## config.mk

```make
export PLATFORM = sky130hd
export DESIGN_NAME = hfsm_ctrl
export DESIGN_NICKNAME = d
export VERILOG_FILES = /design/src/rtl/hfsm_pkg.sv /design/src/rtl/hfsm_red_cnt.sv /design/src/rtl/hfsm_ack_fsm.sv /design/src/rtl/hfsm_main_fsm.sv /design/src/rtl/hfsm_ctrl.sv
export SDC_FILE = /design/constraint.sdc
export NUM_CORES = 1
export LEC_CHECK = 0
export ABC_AREA = 1
export BUFFER_PORTS_ARGS = -buffer_cell sky130_fd_sc_hd__buf_2
export CAP_MARGIN = 40
export CORE_ASPECT_RATIO = 1.4
export CORE_MARGIN = 1.5
export CORE_UTILIZATION = 55
export CTS_BUF_LIST = sky130_fd_sc_hd__clkbuf_4 sky130_fd_sc_hd__clkbuf_8 sky130_fd_sc_hd__clkbuf_16
export CTS_CLUSTER_DIAMETER = 30
export DETAILED_ROUTE_END_ITERATION = 7
export PLACE_DENSITY = 0.78
export SYNTH_ARGS = -nofsm -noshare
export SYNTH_HDL_FRONTEND = slang
export SYNTH_SLANG_ARGS = --single-unit
```

## constraint.sdc

```tcl
create_clock -name clk_i -period 3.8 [get_ports clk_i]
set_clock_uncertainty 0.15 [all_clocks]
set_input_delay 0.76 -clock clk_i [delete_from_list [all_inputs] [get_ports clk_i]]
set_output_delay 0.76 -clock clk_i [all_outputs]
set_load 0.01 [all_outputs]
```

## src/rtl/hfsm_pkg.sv

```systemverilog
// Package: shared sparse state codes and legality checks for the hardened controller.
// Assumes 6-bit state registers; every legal pair differs in 4 bits.
package hfsm_pkg;
    localparam int unsigned STATE_W = 6;
    localparam int unsigned ERR_W   = 3;

    // Main sequencing machine codes
    localparam logic [STATE_W-1:0] M_IDLE = 6'b101100;
    localparam logic [STATE_W-1:0] M_RUN  = 6'b010110;
    localparam logic [STATE_W-1:0] M_DONE = 6'b111011;
    localparam logic [STATE_W-1:0] M_ERR  = 6'b000001;

    // Strobe handshake machine codes
    localparam logic [STATE_W-1:0] A_IDLE  = 6'b011001;
    localparam logic [STATE_W-1:0] A_PULSE = 6'b100011;
    localparam logic [STATE_W-1:0] A_WAIT  = 6'b110100;
    localparam logic [STATE_W-1:0] A_ERR   = 6'b001110;

    // Error code bit positions
    localparam int unsigned EB_MAIN = 0;
    localparam int unsigned EB_ACK  = 1;
    localparam int unsigned EB_CNT  = 2;

    function automatic logic main_legal(input logic [STATE_W-1:0] s);
        return (s == M_IDLE) || (s == M_RUN) || (s == M_DONE) || (s == M_ERR);
    endfunction

    function automatic logic ack_legal(input logic [STATE_W-1:0] s);
        return (s == A_IDLE) || (s == A_PULSE) || (s == A_WAIT) || (s == A_ERR);
    endfunction
endpackage

```

## src/rtl/hfsm_red_cnt.sv

```systemverilog
// Module: redundant up-counter. The primary holds the value; the copy holds
// its bitwise complement and is updated with independent arithmetic.
// Assumes clr has priority over inc.
module hfsm_red_cnt #(
    parameter int unsigned CNT_W = 8
) (
    input  logic             clk_i,
    input  logic             rst_ni,
    input  logic             clr_i,
    input  logic             inc_i,
    output logic [CNT_W-1:0] cnt_o,
    output logic             mismatch_o
);
    logic [CNT_W-1:0] cnt_q;
    logic [CNT_W-1:0] cnt_cq;

    // Primary counter: clears to zero, counts up
    always_ff @(posedge clk_i) begin
        if (!rst_ni)    cnt_q <= '0;
        else if (clr_i) cnt_q <= '0;
        else if (inc_i) cnt_q <= cnt_q + 1'b1;
    end

    // Complement copy: clears to all ones, counts down
    always_ff @(posedge clk_i) begin
        if (!rst_ni)    cnt_cq <= '1;
        else if (clr_i) cnt_cq <= '1;
        else if (inc_i) cnt_cq <= cnt_cq - 1'b1;
    end

    // Continuous comparison of the pair
    always_comb begin
        mismatch_o = ~&(cnt_q ^ cnt_cq);
    end

    assign cnt_o = cnt_q;
endmodule

```

## src/rtl/hfsm_ack_fsm.sv

```systemverilog
// Module: strobe handshake machine. Turns each rising strobe into one
// single-cycle step request. Sparse-encoded with its own legality check;
// falls into an absorbing error state on its own fault or on escalation.
module hfsm_ack_fsm
    import hfsm_pkg::*;
(
    input  logic clk_i,
    input  logic rst_ni,
    input  logic strobe_i,
    input  logic esc_i,
    output logic step_o,
    output logic illegal_o
);
    logic [STATE_W-1:0] state_q;
    logic [STATE_W-1:0] state_d;

    // Legality check on every cycle
    always_comb begin
        illegal_o = !ack_legal(state_q);
    end

    // Next-state selection
    always_comb begin
        state_d = state_q;
        if (illegal_o || esc_i) begin
            state_d = A_ERR;
        end else begin
            case (state_q)
                A_IDLE:  if (strobe_i) state_d = A_PULSE;
                A_PULSE: state_d = strobe_i ? A_WAIT : A_IDLE;
                A_WAIT:  if (!strobe_i) state_d = A_IDLE;
                default: state_d = A_ERR;
            endcase
        end
    end

    // State register
    always_ff @(posedge clk_i) begin
        if (!rst_ni) state_q <= A_IDLE;
        else         state_q <= state_d;
    end

    assign step_o = (state_q == A_PULSE);
endmodule

```

## src/rtl/hfsm_main_fsm.sv

```systemverilog
// Module: main sequencing machine. Starts a run on a step request, counts
// steps against the target, reports done, and escalates any fault into an
// absorbing error state. Assumes target is stable during a run.
module hfsm_main_fsm
    import hfsm_pkg::*;
#(
    parameter int unsigned CNT_W = 8
) (
    input  logic             clk_i,
    input  logic             rst_ni,
    input  logic             enable_i,
    input  logic             step_i,
    input  logic [CNT_W-1:0] target_i,
    input  logic [CNT_W-1:0] cnt_i,
    input  logic             esc_i,
    output logic             cnt_clr_o,
    output logic             cnt_inc_o,
    output logic             busy_o,
    output logic             done_o,
    output logic             in_err_o,
    output logic             illegal_o
);
    logic [STATE_W-1:0] state_q;
    logic [STATE_W-1:0] state_d;
    logic               last_step;
    logic               fault;

    // Legality check and combined fault
    always_comb begin
        illegal_o = !main_legal(state_q);
        fault     = illegal_o || esc_i;
    end

    // Detect that the step about to be taken reaches the target
    always_comb begin
        last_step = ({1'b0, cnt_i} + 1'b1) == {1'b0, target_i};
    end

    // Next state and counter controls
    always_comb begin
        state_d   = state_q;
        cnt_clr_o = 1'b0;
        cnt_inc_o = 1'b0;
        if (fault) begin
            state_d = M_ERR;
        end else begin
            case (state_q)
                M_IDLE: if (enable_i && step_i) begin
                    cnt_clr_o = 1'b1;
                    state_d   = (target_i == '0) ? M_DONE : M_RUN;
                end
                M_RUN: begin
                    if (!enable_i) begin
                        state_d = M_IDLE;
                    end else if (step_i) begin
                        cnt_inc_o = 1'b1;
                        if (last_step) state_d = M_DONE;
                    end
                end
                M_DONE: if (!enable_i || step_i) state_d = M_IDLE;
                M_ERR:  state_d = M_ERR;
                default: state_d = M_ERR;
            endcase
        end
    end

    // State register
    always_ff @(posedge clk_i) begin
        if (!rst_ni) state_q <= M_IDLE;
        else         state_q <= state_d;
    end

    assign busy_o   = (state_q == M_RUN);
    assign done_o   = (state_q == M_DONE);
    assign in_err_o = (state_q == M_ERR);
endmodule

```

## src/rtl/hfsm_ctrl.sv

```systemverilog
// Module: top of the hardened controller. Wires the handshake machine, main
// machine and redundant counter, cross-escalates faults and keeps the
// sticky error code. Synchronous active-low reset throughout.
module hfsm_ctrl
    import hfsm_pkg::*;
#(
    parameter int unsigned CNT_W = 8
) (
    input  logic             clk_i,
    input  logic             rst_ni,
    input  logic             enable_i,
    input  logic             strobe_i,
    input  logic [CNT_W-1:0] target_i,
    output logic             busy_o,
    output logic             done_o,
    output logic [ERR_W-1:0] err_code_o,
    output logic             fatal_alert_o
);
    logic             step;
    logic             ack_illegal;
    logic             main_illegal;
    logic             cnt_mismatch;
    logic             cnt_clr;
    logic             cnt_inc;
    logic             main_in_err;
    logic [CNT_W-1:0] cnt;
    logic [ERR_W-1:0] fault_vec;
    logic [ERR_W-1:0] err_q;

    // Gather fault sources by error bit position
    always_comb begin
        fault_vec          = '0;
        fault_vec[EB_MAIN] = main_illegal;
        fault_vec[EB_ACK]  = ack_illegal;
        fault_vec[EB_CNT]  = cnt_mismatch;
    end

    hfsm_ack_fsm u_ack (
        .clk_i     (clk_i),
        .rst_ni    (rst_ni),
        .strobe_i  (strobe_i),
        .esc_i     (main_illegal | cnt_mismatch),
        .step_o    (step),
        .illegal_o (ack_illegal)
    );

    hfsm_main_fsm #(.CNT_W(CNT_W)) u_main (
        .clk_i     (clk_i),
        .rst_ni    (rst_ni),
        .enable_i  (enable_i),
        .step_i    (step),
        .target_i  (target_i),
        .cnt_i     (cnt),
        .esc_i     (ack_illegal | cnt_mismatch),
        .cnt_clr_o (cnt_clr),
        .cnt_inc_o (cnt_inc),
        .busy_o    (busy_o),
        .done_o    (done_o),
        .in_err_o  (main_in_err),
        .illegal_o (main_illegal)
    );

    hfsm_red_cnt #(.CNT_W(CNT_W)) u_cnt (
        .clk_i      (clk_i),
        .rst_ni     (rst_ni),
        .clr_i      (cnt_clr),
        .inc_i      (cnt_inc),
        .cnt_o      (cnt),
        .mismatch_o (cnt_mismatch)
    );

    // One sticky flop per error bit
    for (genvar gi = 0; gi < ERR_W; gi++) begin : g_err
        always_ff @(posedge clk_i) begin
            if (!rst_ni)           err_q[gi] <= 1'b0;
            else if (fault_vec[gi]) err_q[gi] <= 1'b1;
        end
    end

    assign err_code_o    = err_q;
    assign fatal_alert_o = main_in_err;
endmodule

```

==> results.py, run 1 <==
metrics = {
    "yosys": {
        "ys_warn_count": 0,
        "synth_edf_count": 0,
        "synth_ff_type": "dfxtp_1",
        "yosysTopAreaCell": "dfxtp_1",
        "seq_area_frac_synth": 0.318,
        "synth_area_per_cell_um2": 6.30,
        "synth_most_common_cell": "nand2_1",
        "syn_inst": 290,
        "yosysTopAreaCellShare": 0.318,
        "synth_commonest_cells": "70 x nand2_1, 46 x nor2_1, 44 x inv_1, 35 x nand3_1, 29 x dfxtp_1",
        "synthTopCellsByArea": "dfxtp_1 32%, nand2_1 14%, nand3_1 9.6%",
        "synth_nets": 304,
        "yosysUniqueCellTypes": 29,
        "syn_area_um2": 1830,
        "ys_ff_latch": 29,
        "ys_async_sr_fraction": 0,
    },
    "place": {
        "place_hpwl_um": 3190,
        "port_buffers": 17,
        "post-place-ws_ns": 1.61,
        "place_congestion": 0.871,
    },
    "clock_tree": {
        "cts_buffer_depth": 2,
        "postCtsSetupBuffers": 0,
        "cts_buffers": 5,
        "clkLatencyLatePin_ns": 0.28,
        "cts_root_buf": "clkbuf_8",
        "clk_pin_slew_ns": 0.06,
        "cts_max_level": 2,
        "cts_sinks": 29,
        "cts_tree": "built",
        "post_cts_resize_count": 0,
        "cts-hold-fix-buffers": 0,
    },
    "finish": {
        "multi_input_area_um2": 1020,
        "drive_gt1_frac": 0.117,
        "final-seq-area_um2": 581,
        "fillers": 315,
        "antenna_cells": 0,
        "synthToLayoutAreaGrowth_pct": 10.3,
        "layout.nets": 322,
    },
    "sta": {
        "maxSlewHeadroom": 0.696,
        "fmax_mhz": 449,
        "finalHoldViolCount": 0,
        "maxSlewViolCount": 0,
        "holdWs_ns": 0.301,
        "final-setup-viol-count": 0,
        "fin_crit_ns": 2.23,
        "worst_slew_pin_slew_ns": 0.455,
        "rsz0062_at_grt": "no",
        "period_share": 0.586,
        "worst_slack_ns": 1.57,
        "fin_tns_setup_ns": 0,
    },
    "drt": {
        "drtAntennaViolNets": 0,
        "avgViaCountPerCell": 5.20,
        "wl_per_cell_um": 11.7,
        "first_pass_iters": 4,
        "vias": 1809,
        "drt_iter0_markers": 81,
        "drc": 0,
        "wl_um": 4090,
    },
    "floorplanning": {
        "die_area_um2": 3680,
        "die_height_um": 71.2,
        "die_w_um": 51.7,
        "core_region_area_um2": 3150,
        "rows": 24,
        "ioPinCount": 18,
        "start_util": 0.580,
    },
    "setup_path": {
        "cp_max_fo": 20,
        "endpoint_kind": "flop",
        "cp.required_ns": 3.83,
        "arrival_ns": 2.25,
        "worstSetupPathType": "flop to flop",
        "worst_setup_path_start_kind": "flop",
    },
    "power": {
        "finalPower_uw": 631,
        "p_leak_nw": 1.06,
        "power_density_nw_per_um2": 313,
        "max-vdd-ir-drop_uv": 342,
    },
    "global_route": {
        "grt_max_degree": 21,
        "grt_pass1_wl_um": 6760,
        "grt_pass1_vias": 1601,
        "grt_remaining_overflow": 0,
        "grt_antenna_before_repair": 0,
        "grt_usage": 0.245,
    },
    "outcome": {
        "status": "completed",
    },
    "worst_hold_path": {
        "hp-class": "flop to flop",
    },
    "flow_run": {
        "maxCapViolCount": 0,
    },
}
## sequential cells by signal (all words and copies together) (netlist names)
register        cells
u_cnt.cnt_cq        8
u_cnt.cnt_o         8
u_ack.state_q       6
u_main.state_q      4
err_code_o          3
## cell usage in the layout (no fill, tap or decap), types with 6 or more instances in the layout
master,count
nand3_1,35
dfxtp_1,29
inv_1,44
nand4_1,7
nand2_1,70
xnor2_1,7
buf_2,17
clkbuf_8,7
o21ai_0,12
a21oi_1,6
nor2_1,46
## per-stage QoR
stage / cell area [um2] / instances / util
2_1_floorplan: 1830 / 290 / -
3_3_place_gp: 1910 / 340 / 0.607
3_5_place_dp: 1910 / 340 / 0.607
4_1_cts: 2020 / 348 / 0.639
5_1_grt: 2020 / 348 / 0.639
6_report: 2020 / 348 / 0.639
## critical path, cell delays in order (launching register included)
cell and delay, ns:
dfxtp_1 0.33, inv_1 0.06, nand2_1 0.08, inv_1 0.04
nand3_1 0.14, nand3_1 0.12, nor2_1 0.14, inv_1 0.07
nand3_2 0.10, clkinv_2 0.14, nand2_2 0.33, inv_2 0.19
o21ai_0 0.18, nor2_1 0.05
## final timing paths
path                      from        endpoint  slack [ns]  depth (start not counted)
max          u_main.state_q[2]  u_cnt.cnt_o[2]        1.57                         13
min              err_code_o[1]   err_code_o[1]        0.30                          2
min reg2reg      err_code_o[1]   err_code_o[1]        0.30                          2
max reg2reg  u_main.state_q[2]  u_cnt.cnt_o[2]        1.57                         13
## kinds of logic after synthesis
family	after synthesis	synth area share
adder cells (fa/ha/maj)	2	0.0137
AO/OA/AOI/OAI	26	0.0862
XOR/XNOR	11	0.0527
AND/OR/NAND/NOR	168	0.400
buffers and inverters	53	0.123
flip-flops	29	0.318
multiplexers	1	0.00616
## where the power goes
part / internal [mW] / total [mW] / switching (mW) / leakage, nW
sequential: 0.310 / 0.313 / 0.00306 / 0.237
combinational: 0.0151 / 0.0404 / 0.0253 / 0.767
clock: 0.163 / 0.278 / 0.115 / 0.0542
total: 0.488 / 0.631 / 0.143 / 1.06
## per-layer routing
layer | track usage | vias up | share of wire
met4 | 0.102 | 0 | 0.018
met5 | 0 | - | 0
li1 | - | 956 | -
met1 | 0.248 | 807 | 0.41
met2 | 0.467 | 37 | 0.54
met3 | 0.0500 | 9 | 0.030
## layout make-up
cell class	instances	share of cell area
Sequential cell	29	0.288
Multi-Input combinational cell	208	0.507
Clock inverter	1	0.00248
Inverter	47	0.0881
Clock buffer	7	0.0478
Timing Repair Buffer	17	0.0422
Tap cell	39	0.0242
Power figures use the tool's default switching activity.
==> run 2, diff against run 1 <==
Settings changed: ABC_AREA 1 to 0.
Clock period 3.8 ns to 2.1 ns, I/O delays scaled along.
==> run 2 against run 1 <==
Against the previous run: combinational power rose to 2.6 times the previous value; maximum frequency up 7.1%; total power up 100%; routed wire length up 13%; critical path type unchanged; highest routed layer unchanged.
==> results.py, run 2 <==
metrics = {
    "power": {
        "pwr-share-seq": 0.443,
        "p_sw_uw": 280,
        "p_int_mw": 1.01,
        "finalPower_mw": 1.29,
        "switching_share": 0.217,
        "power_density_nw_per_um2": 556,
        "comb_power_share": 0.083,
        "p_leak_nw": 0.916,
        "max-vdd-ir-drop_uv": 617,
        "clockPowerShare": 0.474,
    },
    "clock_tree": {
        "cts_tree": "built",
        "clkLatencyLatePin_ns": 0.28,
        "clk_pin_slew_ns": 0.07,
        "cts_buffers": 5,
        "cts_buffer_depth": 2,
        "cts_max_level": 2,
        "cts-hold-fix-buffers": 0,
        "cts_root_buf": "clkbuf_8",
        "cts_sinks": 29,
    },
    "drt": {
        "drt_iter0_markers": 78,
        "avgViaCountPerCell": 6.02,
        "vias": 1794,
        "drtAntennaViolNets": 0,
        "wl_um": 4630,
        "drc": 0,
        "wl_per_cell_um": 15.6,
        "first_pass_iters": 4,
    },
    "global_route": {
        "grt.busiest_layer": "met2",
        "grt_antenna_before_repair": 0,
        "grt_pass1_wl_um": 7470,
        "grt_remaining_overflow": 0,
        "grt_usage": 0.265,
        "use_met3": 0.0717,
        "grt_max_degree": 16,
        "grt_pass1_vias": 1791,
        "use_met2": 0.497,
        "grt_util_met1": 0.258,
    },
    "place": {
        "port_buffers": 17,
        "dp.cells": 285,
        "place_congestion": 0.807,
        "post-place-ws_ns": -0.0186,
        "place_hpwl_um": 3250,
    },
    "worst_hold_path": {
        "whs_endpoint": "u_ack.state_q[5]",
        "holdCritStartpoint": "strobe_i",
        "hp-class": "input pin to flop",
        "holdPathStages": 3,
    },
    "setup_path": {
        "worst_setup_path_start_kind": "flop",
        "regToRegEndpoint": "u_cnt.cnt_o[6]",
        "ff2ff_setup_slack_ns": 0.02,
        "cp_max_fo": 6,
        "cp.required_ns": 2.17,
        "worstRegToRegCells": 6,
        "rr_startpoint": "u_main.state_q[3]",
        "endpoint_kind": "flop",
        "arrival_ns": 2.15,
        "worstSetupPathType": "flop to flop",
    },
    "finish": {
        "layout.nets": 272,
        "synthToLayoutAreaGrowth_pct": 28.0,
        "fillers": 242,
        "drive_gt1_frac": 0.266,
        "fin_cells": 298,
        "final_cell_mix": "29 x dfxtp_1, 29 x buf_4, 17 x buf_2",
        "antenna_cells": 0,
    },
    "floorplanning": {
        "die_height_um": 71.0,
        "core_region_area_um2": 3120,
        "ioPinCount": 18,
        "die_w_um": 51.5,
        "die_area_um2": 3660,
        "start_util": 0.581,
        "rows": 24,
    },
    "sta": {
        "worst_slew_pin_slew_ns": 0.452,
        "final-setup-viol-count": 0,
        "finalHoldViolCount": 0,
        "period_share": 0.989,
        "maxSlewHeadroom": 0.696,
        "fmax_mhz": 481,
        "maxSlewViolCount": 0,
        "worst_slack_ns": 0.0225,
        "fin_crit_ns": 2.08,
        "holdWs_ns": 0.241,
    },
    "yosys": {
        "yosysTopAreaCell": "dfxtp_1",
        "synth_nets": 226,
        "synth_ff_type": "dfxtp_1",
        "synth_most_common_cell": "dfxtp_1",
        "syn_inst": 212,
        "ys_async_sr_fraction": 0,
        "yosysTopAreaCellShare": 0.320,
        "yosysUniqueCellTypes": 45,
        "synth_area_per_cell_um2": 8.56,
        "ys_ff_latch": 29,
        "synth_commonest_cells": "29 x dfxtp_1, 16 x xnor2_1, 15 x nor2_1, 14 x nand2_1, 10 x nand3_1",
        "synthTopCellsByArea": "dfxtp_1 32%, xnor2_1 7.7%, nand4bb_1 3.7%",
        "seq_area_frac_synth": 0.320,
        "synth_edf_count": 0,
        "ys_warn_count": 0,
        "syn_area_um2": 1810,
    },
    "flow_run": {
        "maxCapViolCount": 0,
    },
    "outcome": {
        "status": "completed",
    },
}
[run 2: cell count changes after synthesis, moves of 6 or more]
| cell | previous run | this run |
|---|---|---|
| nand4bb_1 | 0 | 6 |
| nand3_1 | 35 | 10 |
| inv_1 | 44 | 9 |
| nor2_1 | 46 | 15 |
| nand2_1 | 70 | 14 |
| nand4_1 | 7 | 1 |
| xnor2_1 | 7 | 16 |
| o31ai_1 | 0 | 6 |
[run 2: worst max-delay path, stage by stage, from the launching register on]
cell and delay, ns:
dfxtp_1 0.43, xor2_2 0.22, mux2i_2 0.23, buf_4 0.17
o2111ai_4 0.17, or4_1 0.49, a21oi_1 0.15
[run 2: cells by family after synthesis]
group           Yosys count  synth area share
compound gates           51             0.202
buf+inv                  17            0.0372
mux                       5            0.0276
simple gates             85             0.288
xor+xnor                 23             0.111
fa+ha+maj                 2            0.0138
flops                    29             0.320
[run 2: per-stage QoR]
step                setup TNS, ns  area (um2)   util
floorplan                       0        1810      -
global placement                0        2100  0.673
detailed placement        -0.0354        2100  0.673
CTS                             0        2240  0.719
global route               -0.197        2320  0.744
finish                          0        2320  0.744
[run 2: layer usage]
metal | wire length, um | up-vias
met2 | 2520 | 42
li1 | - | 877
met5 | 0 | -
met4 | 122 | 0
met3 | 160 | 14
met1 | 1830 | 861
[run 2: worst max path at each step]
stage / startpoint / to / slack, ns / cells past startpoint
CTS: u_main.state_q[1] / u_cnt.cnt_o[4] / 0.01 / 5
global route: u_main.state_q[3] / u_cnt.cnt_o[6] / -0.07 / 6
global placement: target_i[4] / u_main.state_q[2] / 0.1 / 6
detailed placement: u_main.state_q[1] / u_cnt.cnt_o[6] / -0.02 / 5
finish: u_main.state_q[3] / u_cnt.cnt_o[6] / 0.02 / 6
floorplan: u_cnt.cnt_o[3] / u_cnt.cnt_cq[6] / 0.09 / 7
[run 2: cell type report]
type,instances,area [um2],share of cell area
sequential,29,581,0.250
timing repair buffer,46,303,0.130
inverter,9,33.8,0.0145
clock buffer,7,90.1,0.0388
tap,39,48.8,0.0210
multi-input combinational,167,1240,0.532
clock inverter,1,30.0,0.0129
[run 2: power groups by stage]
| stage | combinational (mW) | sequential (mW) | clock, mW |
|---|---|---|---|
| 2_1_floorplan | 0.0559 | 0.583 | 0 |
| 3_3_place_gp | 0.0928 | 0.583 | 0 |
| 3_5_place_dp | 0.0952 | 0.583 | 0 |
| 4_1_cts | 0.0973 | 0.571 | 0.614 |
| 5_1_grt | 0.115 | 0.573 | 0.647 |
| 6_report | 0.107 | 0.572 | 0.612 |
[run 2: what timing repair did]
action / in CTS / in global routing
gates resized for setup: 2 / 6
pin swaps: 0 / 5
cloned: 0 / 1
endpoints found under the setup margin: 3 / 13
setup buffers: 0 / 4
